--- src/rtl/trap_pkg.sv ---
package trap_pkg;
    localparam int XLEN      = 32;
    localparam int NIRQ      = 5;
    localparam int SEL_W     = 5;
    localparam int CODE_W    = 4;
    localparam int STACK_W   = 6;

    localparam logic [SEL_W-1:0] SEL_BADADDR = 5'd8;
    localparam logic [SEL_W-1:0] SEL_STATUS  = 5'd12;
    localparam logic [SEL_W-1:0] SEL_CAUSE   = 5'd13;
    localparam logic [SEL_W-1:0] SEL_EPC     = 5'd14;

    localparam logic [CODE_W-1:0] CODE_ADDR_LD = 4'd4;
    localparam logic [CODE_W-1:0] CODE_ADDR_ST = 4'd5;

    typedef struct packed {
        logic [XLEN-14:0]   rsv_hi;
        logic [NIRQ-1:0]    mask;
        logic [1:0]         rsv_mid;
        logic [STACK_W-1:0] stack;
    } status_t;

    typedef struct packed {
        logic [XLEN-14:0]   rsv_hi;
        logic [NIRQ-1:0]    pend;
        logic [1:0]         rsv_mid;
        logic [CODE_W-1:0]  code;
        logic [1:0]         rsv_lo;
    } cause_t;

    function automatic logic [STACK_W-1:0] stack_push(input logic [STACK_W-1:0] s);
        return {s[STACK_W-3:0], 2'b00};
    endfunction

    function automatic logic [STACK_W-1:0] stack_pop(input logic [STACK_W-1:0] s);
        return {s[STACK_W-1:STACK_W-2], s[STACK_W-1:2]};
    endfunction

    function automatic logic is_addr_fault(input logic [CODE_W-1:0] c);
        return (c == CODE_ADDR_LD) || (c == CODE_ADDR_ST);
    endfunction
endpackage

--- src/rtl/trap_status.sv ---
module trap_status
    import trap_pkg::*;
(
    input  logic            clk,
    input  logic            rst,
    input  logic            push,
    input  logic            pop,
    input  logic            wr,
    input  logic [XLEN-1:0] wdata,
    output status_t         q
);
    status_t wr_val;

    always_comb begin
        wr_val         = status_t'(wdata);
        wr_val.rsv_hi  = '0;
        wr_val.rsv_mid = '0;
    end

    always_ff @(posedge clk) begin
        if (rst) begin
            q <= '0;
        end else if (push) begin
            q.stack <= stack_push(q.stack);
        end else if (pop) begin
            q.stack <= stack_pop(q.stack);
        end else if (wr) begin
            q <= wr_val;
        end
    end
endmodule

--- src/rtl/trap_cause.sv ---
module trap_cause
    import trap_pkg::*;
(
    input  logic              clk,
    input  logic              rst,
    input  logic              load_code,
    input  logic [CODE_W-1:0] code,
    input  logic [NIRQ-1:0]   irq_in,
    output cause_t            q
);
    always_ff @(posedge clk) begin
        if (rst) begin
            q <= '0;
        end else begin
            q.pend <= irq_in;
            if (load_code)
                q.code <= code;
        end
    end
endmodule

--- src/rtl/trap_addr_regs.sv ---
module trap_addr_regs
    import trap_pkg::*;
(
    input  logic            clk,
    input  logic            rst,
    input  logic            exc_take,
    input  logic            cap_bad,
    input  logic [XLEN-1:0] exc_pc,
    input  logic [XLEN-1:0] exc_addr,
    input  logic            epc_wr,
    input  logic [XLEN-1:0] wdata,
    output logic [XLEN-1:0] epc_q,
    output logic [XLEN-1:0] bad_q
);
    always_ff @(posedge clk) begin
        if (rst) begin
            epc_q <= '0;
            bad_q <= '0;
        end else begin
            if (exc_take)
                epc_q <= exc_pc;
            else if (epc_wr)
                epc_q <= wdata;
            if (exc_take && cap_bad)
                bad_q <= exc_addr;
        end
    end
endmodule

--- src/rtl/trap_ctl_regs.sv ---
module trap_ctl_regs
    import trap_pkg::*;
(
    input  logic              clk,
    input  logic              rst,
    input  logic [SEL_W-1:0]  reg_sel,
    input  logic              wr_en,
    input  logic [XLEN-1:0]   wr_data,
    output logic [XLEN-1:0]   rd_data,
    input  logic              exc_take,
    input  logic [CODE_W-1:0] exc_code,
    input  logic [XLEN-1:0]   exc_pc,
    input  logic [XLEN-1:0]   exc_addr,
    input  logic              rfe,
    input  logic [NIRQ-1:0]   irq_in,
    output logic              irq_out
);
    status_t         stat_q;
    cause_t          cause_q;
    logic [XLEN-1:0] epc_q;
    logic [XLEN-1:0] bad_q;
    logic            pop_go;
    logic            sw_write;

    assign pop_go   = rfe && !exc_take;
    assign sw_write = wr_en && !exc_take && !rfe;

    trap_status u_status (
        .clk   (clk),
        .rst   (rst),
        .push  (exc_take),
        .pop   (pop_go),
        .wr    (sw_write && (reg_sel == SEL_STATUS)),
        .wdata (wr_data),
        .q     (stat_q)
    );

    trap_cause u_cause (
        .clk       (clk),
        .rst       (rst),
        .load_code (exc_take),
        .code      (exc_code),
        .irq_in    (irq_in),
        .q         (cause_q)
    );

    trap_addr_regs u_addr (
        .clk      (clk),
        .rst      (rst),
        .exc_take (exc_take),
        .cap_bad  (is_addr_fault(exc_code)),
        .exc_pc   (exc_pc),
        .exc_addr (exc_addr),
        .epc_wr   (sw_write && (reg_sel == SEL_EPC)),
        .wdata    (wr_data),
        .epc_q    (epc_q),
        .bad_q    (bad_q)
    );

    always_comb begin
        case (reg_sel)
            SEL_BADADDR: rd_data = bad_q;
            SEL_STATUS:  rd_data = stat_q;
            SEL_CAUSE:   rd_data = cause_q;
            SEL_EPC:     rd_data = epc_q;
            default:     rd_data = '0;
        endcase
    end

    assign irq_out = stat_q.stack[0] && |(cause_q.pend & stat_q.mask);
endmodule

--- config.mk ---
export PLATFORM = sky130hd
export DESIGN_NAME = trap_ctl_regs
export DESIGN_NICKNAME = d
export VERILOG_FILES = /design/src/rtl/trap_pkg.sv /design/src/rtl/trap_status.sv /design/src/rtl/trap_cause.sv /design/src/rtl/trap_addr_regs.sv /design/src/rtl/trap_ctl_regs.sv
export SDC_FILE = /design/constraint.sdc
export NUM_CORES = 1
export LEC_CHECK = 0
export BUFFER_PORTS_ARGS = -buffer_cell sky130_fd_sc_hd__buf_4
export CAP_MARGIN = 10
export CORE_UTILIZATION = 52
export CTS_BUF_LIST = sky130_fd_sc_hd__clkbuf_2
export DETAILED_ROUTE_END_ITERATION = 12
export PLACE_DENSITY_LB_ADDON = 0.15
export SYNTH_ARGS = -nofsm -noshare
export SYNTH_HDL_FRONTEND = slang
export SYNTH_SLANG_ARGS = --single-unit
--- constraint.sdc ---
create_clock -name clk -period 2 [get_ports clk]
set_input_delay 0.3 -clock clk [delete_from_list [all_inputs] [get_ports clk]]
set_output_delay 0.3 -clock clk [all_outputs]
set_load 0.01 [all_outputs]
==> results by group, run 1 <==
Outcome
  – Outcome: finished clean

CTS
  – CTS tree: done
  – Clock Path Buffers: 2
  – Post-CTS setup buffers: 0
  – Root Driver: clkbuf_2
  – Later-pin clock latency in the skew report: ~520 ps
  – H-tree levels: 3
  – # clock sinks: 84
  – Clk pin slew, worst setup/hold paths: 220 ps
  – Gates resized, CTS repair: 0
  – Hold-fix buffer count after cts: 35
  – TritonCTS Buffers: 9

Worst setup path
  – WP data arrival: around 1600 ps
  – Required @ worst endpoint: 1700 ps
  – Crit path cell chain: buf_4, and4bb_2, and2_1, buf_4, a22o_1, buf_4
  – Crit-path slowest cell: and2_1
  – Crit-path most repeated cell: buf_4
  – Slowest cell delay on critical path: 330 ps
  – CP startpoint kind: input pin
  – CP Capture Type: primary output
  – CP Buf/Inv Count: 3
  – Family with the most delay on the worst path: simple AND/OR/NAND/NOR gates
  – Critical-path maximum fanout: 10
  – Type of the worst setup path: in -> out

Logic synthesis
  – Sequential share of the synthesized area: 40.4%
  – Ys async rst share: 0%
  – #FFs+latches synth: 84
  – Synth unique cells: 44
  – Syn nets: 610
  – Synth Area per Inst: 8.41 µm²
  – Post-synth EDFFs: 0
  – Synth Instances: 495
  – Most common flop cell mapped by yosys: dfxtp_1
  – Yosys warnings: 0
  – Mapped Area: 0.00417 mm²

STA
  – Min Tclk post-route: 1930 ps
  – Slack of the critical path: 72.8 ps
  – Relative slew slack: approximately three fifths
  – RSZ-0062 raised after global routing: false
  – Worst hold slack: 30.4 ps
  – Layout Skew: 22.5 ps
  – Final Max Slew Viols: 0
  – Final setup fails: 0
  – Final period utilization: between 90 and 100%
  – Fmax: 519 MHz
  – Setup TNS: 0 ps
  – Final Hold Vio Count: 0
  – Slew at the pin closest to its max-slew limit: 593 ps

Global routing
  – Total gr overflow: 0
  – First-pass GRT wire length: 21.2 mm
  – Gr usage total: between 30% and 40%
  – Vias in the first global route: between 4,000 and 5,000
  – Initial antenna violation count: 0
  – Largest net degree at the start of global routing: 50

Routing
  – Number of vias per cell: 5.83
  – Vias: 4,540
  – # DRC: 0
  – Routed len/inst: 17.2 µm
  – Total wire length: 13.4 mm
  – First DRT Iteration DRCs: 224
  – Initial DRT Pass Iterations: 5
  – Final ANT Viol Nets: 0

Finish
  – Fraction of layout instances using a drive strength above 1: 30.9%
  – Design area: 0.00596 mm²
  – Filler cells: 560
  – Area of the multi-input gates: 0.00228 mm²
  – ANT cells: 0
  – Final nets: approximately 790
  – Register area: 0.00168 mm²
  – Final design utilization: 77.1%
  – Area grow syn2layout: 43.1%

Place
  – Hpwl dp: 8.91 mm
  – Global placement routability congestion: ~0.91
  – Placed inst area: 0.00545 mm²
  – Port buffer count: about 150
  – Placement Setup Slack: 80.9 ps

Die
  – Rows: 32
  – Die height: 91.5 µm
  – Die Wd: 91.5 µm
  – Initial core utilization: 53.9%
  – DIE AREA: 0.00837 mm²
  – Core area: roughly 0.0077 mm²
  – I/O pin cnt: 148

Pwr
  – Max IR drop VDD: 0.298 mV
  – P_leak: between 0.002 and 0.0025 µW
  – Pwr dens: 553 mW/mm²

Hold path
  – Hold/Removal Path Class: in -> reg

Run
  – Max cap viols: 0
==> worst register-to-register path, stage by stage (launching register included) <==
cell and delay [ps]:
dfxtp_1 390, mux2_2 270, o211ai_1 160, mux2i_1 90
==> flip-flops by register name (all words and copies together), names as in the netlist <==
register,count
u_addr.bad_q,32
u_addr.epc_q,32
u_cause.q,9
u_status.q,11
==> synth_stat cells, types with 5 or more instances <==
library cell  number  area [µm²]
nand3_1           35         175
a22o_1            21         184
mux2_2            10         113
nor3_1             7        35.0
o21ai_0           13        65.1
and3_1             6        37.5
mux2i_1           32         320
clkbuf_1          30         113
buf_2             14        70.1
a21oi_1           37         185
nor2_1            16        60.1
nand4_1           10        62.6
dfxtp_1           84        1680
nand2_1           84         315
nor2b_1            8        50.1
nand4b_1           5        43.8
a211oi_1          41         308
==> routing by layer <==
layer | share of wire [%] | GRT usage, % | wire length (µm) | vias up
met5 | 0 | 0 | 0 | -
met4 | 2.3 | 11.4 | 312 | 0
met3 | 7.1 | 7.20 | 953 | 29
met2 | 49 | 56.2 | 6630 | 211
met1 | 41 | 38.0 | 5520 | 2142
li1 | - | - | - | 2158
==> layout make-up <==
| cell class | instances | area share (%) |
|---|---|---|
| Tap cell | 102 | 2.14 |
| Clock inverter | 6 | 1.05 |
| Inverter | 3 | 0.189 |
| Sequential cell | 84 | 28.2 |
| Multi-Input combinational cell | 358 | 38.3 |
| Timing Repair Buffer | 216 | 29.3 |
| Clock buffer | 10 | 0.840 |
==> placed cells by master (no fill, tap or decap), types with 2 or more instances in the layout <==
master,count
a211oi_1,41
and3_1,6
a2111oi_0,3
nand2b_1,2
a22o_1,21
dfxtp_1,84
clkbuf_2,10
dlygate4sd3_1,40
nor3b_1,3
nand3_1,35
and2_1,2
nor2b_1,8
o211ai_1,4
buf_4,174
nand2_1,84
nor2_1,16
inv_1,3
a21oi_1,37
clkinvlp_4,2
mux2i_1,32
mux2_2,10
buf_12,2
nor3_1,7
a221o_1,2
nand4_1,10
o21ai_0,13
nand4b_1,5
==> kinds of logic after synthesis <==
logic type | Yosys count | synth area share, %
flops | 84 | 40.4
simple gates | 189 | 22.8
buf+inv | 53 | 5.47
mux | 42 | 10.4
compound gates | 127 | 21.0
==> per-stage QoR <==
step                      cells  total power [µW]
after detailed placement    723              2370
after CTS                   774              3280
after global routing        779              3430
after global placement      723              2350
after floorplan             495              2080
final                       779              3300
==> power breakdown <==
part           switching, µW  leakage [µW]  internal [µW]  total [µW]
combinational            272       0.00174            339         611
sequential              47.7      0.000689           1750        1800
clock                    594     0.0000660            291         885
==> worst paths after layout <==
kind                    start               end  slack [ps]  cells after the start
min                 exc_pc[3]   u_addr.epc_q[3]          30                      3
min reg2reg  u_addr.bad_q[29]  u_addr.bad_q[29]         470                      2
max                reg_sel[4]       rd_data[19]          70                      6
max reg2reg     u_status.q[4]     u_status.q[2]         990                      3
Note: power is estimated with default switching activity, not from simulation.
==> run 2: changes to the inputs <==
==> constraint.sdc (replaced) <==
create_clock -name clk -period 2 [get_ports clk]
set_input_delay 0.4 -clock clk [delete_from_list [all_inputs] [get_ports clk]]
set_output_delay 0.4 -clock clk [all_outputs]
set_load 0.01 [all_outputs]
==> run 2 against run 1 <==
Compared with the run above: clock skew is 22 ps lower; sequential share of layout area is 1.4 points higher; first-iteration DRC count is 0.89% higher; critical endpoint is now rd_data[1]; largest power group unchanged.
==> results by group, run 2 (same netlist as run 1, synthesis figures left out) <==
Finish
  – Most frequent cells in the layout: buf_4, nand2_1, dfxtp_1, a211oi_1, a21oi_1
  – Area of the multi-input gates: 0.00228 mm² (+0.16%)
  – Filler cells: 615 (+9.8%)
  – Design area: 0.00569 mm² (-4.5%)
  – Final nets: 754 (-4.2%)
  – Register area: 0.00168 mm² (about the same)
  – Top Registers: u_addr.bad_q (32), u_addr.epc_q (32), u_status.q (11)
  – Fraction of layout instances using a drive strength above 1: 34.2% (+3.3 points)
  – ANT cells: 0 (unchanged)
  – Most common cell after layout, fill and taps aside: buf_4
  – Final design utilization: 73.6% (-3.5 points)
  – Area grow syn2layout: 36.6%

Worst setup path
  – Slowest cell delay on critical path: 280 ps (-50 ps)
  – WP data arrival: 1580 ps (-50 ps)
  – CP Buf/Inv Count: 4 (+1)
  – Crit path cell chain: buf_6, buf_6, nor4_4, and2_4, buf_12, a221o_1, buf_6
  – Crit-path slowest cell: nor4_4
  – Critical-path maximum fanout: 6 (-4)
  – Crit-path most repeated cell: buf_6
  – Type of the worst setup path: in -> out
  – CP startpoint kind: input pin
  – Family with the most delay on the worst path: simple AND/OR/NAND/NOR gates
  – CP Capture Type: primary output
  – Required @ worst endpoint: 1600 ps (-100 ps)

Die
  – Rows: 32 (unchanged)
  – Core area: 0.00773 mm² (unchanged)
  – DIE AREA: 0.00837 mm² (unchanged)
  – I/O pin cnt: 148 (unchanged)
  – Die Wd: 91.5 µm (unchanged)
  – Initial core utilization: 53.9% (unchanged)
  – Die height: 91.5 µm (unchanged)

Global routing
  – Gr usage total: 29.7% (-2.3 points)
  – Busiest grt layer: met2
  – Grt met2 use: 48.3% (-7.9 points)
  – Total gr overflow: 0 (unchanged)
  – Largest net degree at the start of global routing: 42 (-16%)
  – GRT met3 Usage: 6.11% (-1.1 points)
  – Initial antenna violation count: 1 (+1)
  – First-pass GRT wire length: 19.8 mm (-6.7%)
  – Met1 usage: 38.4% (+0.43 points)
  – Vias in the first global route: 4,123 (-6.9%)

Place
  – Global placement routability congestion: 0.917 (+0.60%)
  – Placed inst area: 0.00549 mm² (+0.78%)
  – Port buffer count: 147 (unchanged)
  – Hpwl dp: 8.92 mm (+0.11%)

CTS
  – Hold-fix buffer count after cts: 0 (-100%)
  – Later-pin clock latency in the skew report: 510 ps (about the same)
  – Root Driver: clkbuf_2
  – CTS tree: done
  – # clock sinks: 84 (unchanged)
  – Clk pin slew, worst setup/hold paths: 230 ps (about the same)
  – Clock Path Buffers: 2 (unchanged)
  – TritonCTS Buffers: 9 (unchanged)
  – H-tree levels: 3 (unchanged)

Routing
  – Final ANT Viol Nets: 0 (unchanged)
  – Vias: 4,377 (-3.6%)
  – Total wire length: 12.5 mm (-7.1%)
  – Initial DRT Pass Iterations: 5 (unchanged)
  – First DRT Iteration DRCs: 226 (+0.89%)
  – Number of vias per cell: 5.87 (+0.67%)
  – # DRC: 0 (unchanged)
  – Routed len/inst: 16.7 µm (-2.9%)

STA
  – Final Max Slew Viols: 0 (unchanged)
  – Fmax: 504 MHz (-2.8%)
  – Slew at the pin closest to its max-slew limit: 615 ps (+22.1 ps)
  – Min Tclk post-route: 1980 ps (+56.1 ps)
  – Final Hold Vio Count: 0 (unchanged)
  – Worst hold slack: 72.4 ps (+42.0 ps)
  – Relative slew slack: 59.0% (-1.5 points)
  – RSZ-0062 raised after global routing: true
  – Layout Skew: 0.809 ps (-21.7 ps)
  – Final setup fails: 0 (unchanged)
  – Final period utilization: 99.2% (+2.8 points)

Pwr
  – P_leak: 0.00239 µW (-4.5%)
  – Final Power: 3250 µW (-1.5%)
  – Max IR drop VDD: 0.315 mV (+5.7%)
  – Pwr dens: 571 mW/mm² (+3.1%)

Run
  – Max cap viols: 0 (unchanged)

Outcome
  – Outcome: finished clean

Hold path
  – Hold/Removal Path Class: in -> reg
run 2: cell count changes in the layout (fill, tap and decap cells not counted), moves of 2 or more:
| cell | delta |
|---|---|
| clkbuf_16 | +2 |
| buf_6 | +6 |
| dlygate4sd3_1 | -40 |
| buf_4 | -2 |
| and2_1 | -2 |
run 2: routing by layer:
| metal | share of wire (%) | vias up | wire length, µm |
|---|---|---|---|
| li1 | - | 2090 | - |
| met1 | 43 | 2059 | 5320 |
| met2 | 48 | 198 | 5990 |
| met3 | 7.1 | 28 | 881 |
| met4 | 2.1 | 2 | 259 |
| met5 | 0.12 | - | 15 |
run 2: power by group:
| part | internal (µW) | total, µW | leakage, µW | switching (µW) |
|---|---|---|---|---|
| registers | 1750 | 1800 | 0.000689 | 49.4 |
| clock network | 302 | 886 | 0.0000648 | 584 |
| logic | 300 | 558 | 0.00163 | 258 |
| total | 2360 | 3250 | 0.00239 | 892 |
run 2: area by class of cell:
cell class	instances	area share, %
repair buffers	183	25.8
clock buffers	11	0.967
inverters	3	0.198
multi-input cells	358	40.1
well taps	102	2.24
clock inverters	5	1.08
flip-flops and latches	84	29.6
run 2: per-stage QoR:
stage / setup TNS (ps) / setup slack [ps] / cells
floorplan: 0 / 117 / 495
global placement: -4.01 / -4.01 / 727
detailed placement: -24.1 / -18.4 / 727
CTS: 0 / 5.78 / 743
global route: -1.46 / -1.46 / 746
finish: 0 / 16.8 / 746
run 2: what timing repair did:
| action | in CTS | in global routing |
|---|---|---|
| pin swaps | 0 | 4 |
| setup endpoints to repair | 6 | 29 |
| setup buffers | 0 | 1 |
| cloned | 0 | 2 |
| gates resized for setup | 2 | 8 |
run 2: final timing paths:
kind,to,depth (start not counted),slack [ps],start
setup / recovery,rd_data[1],7,20,reg_sel[2]
hold / removal,u_cause.q[10],2,70,irq_in[2]
setup reg to reg,u_status.q[2],3,1000,u_status.q[4]
hold reg to reg,u_addr.bad_q[13],2,470,u_addr.bad_q[13]
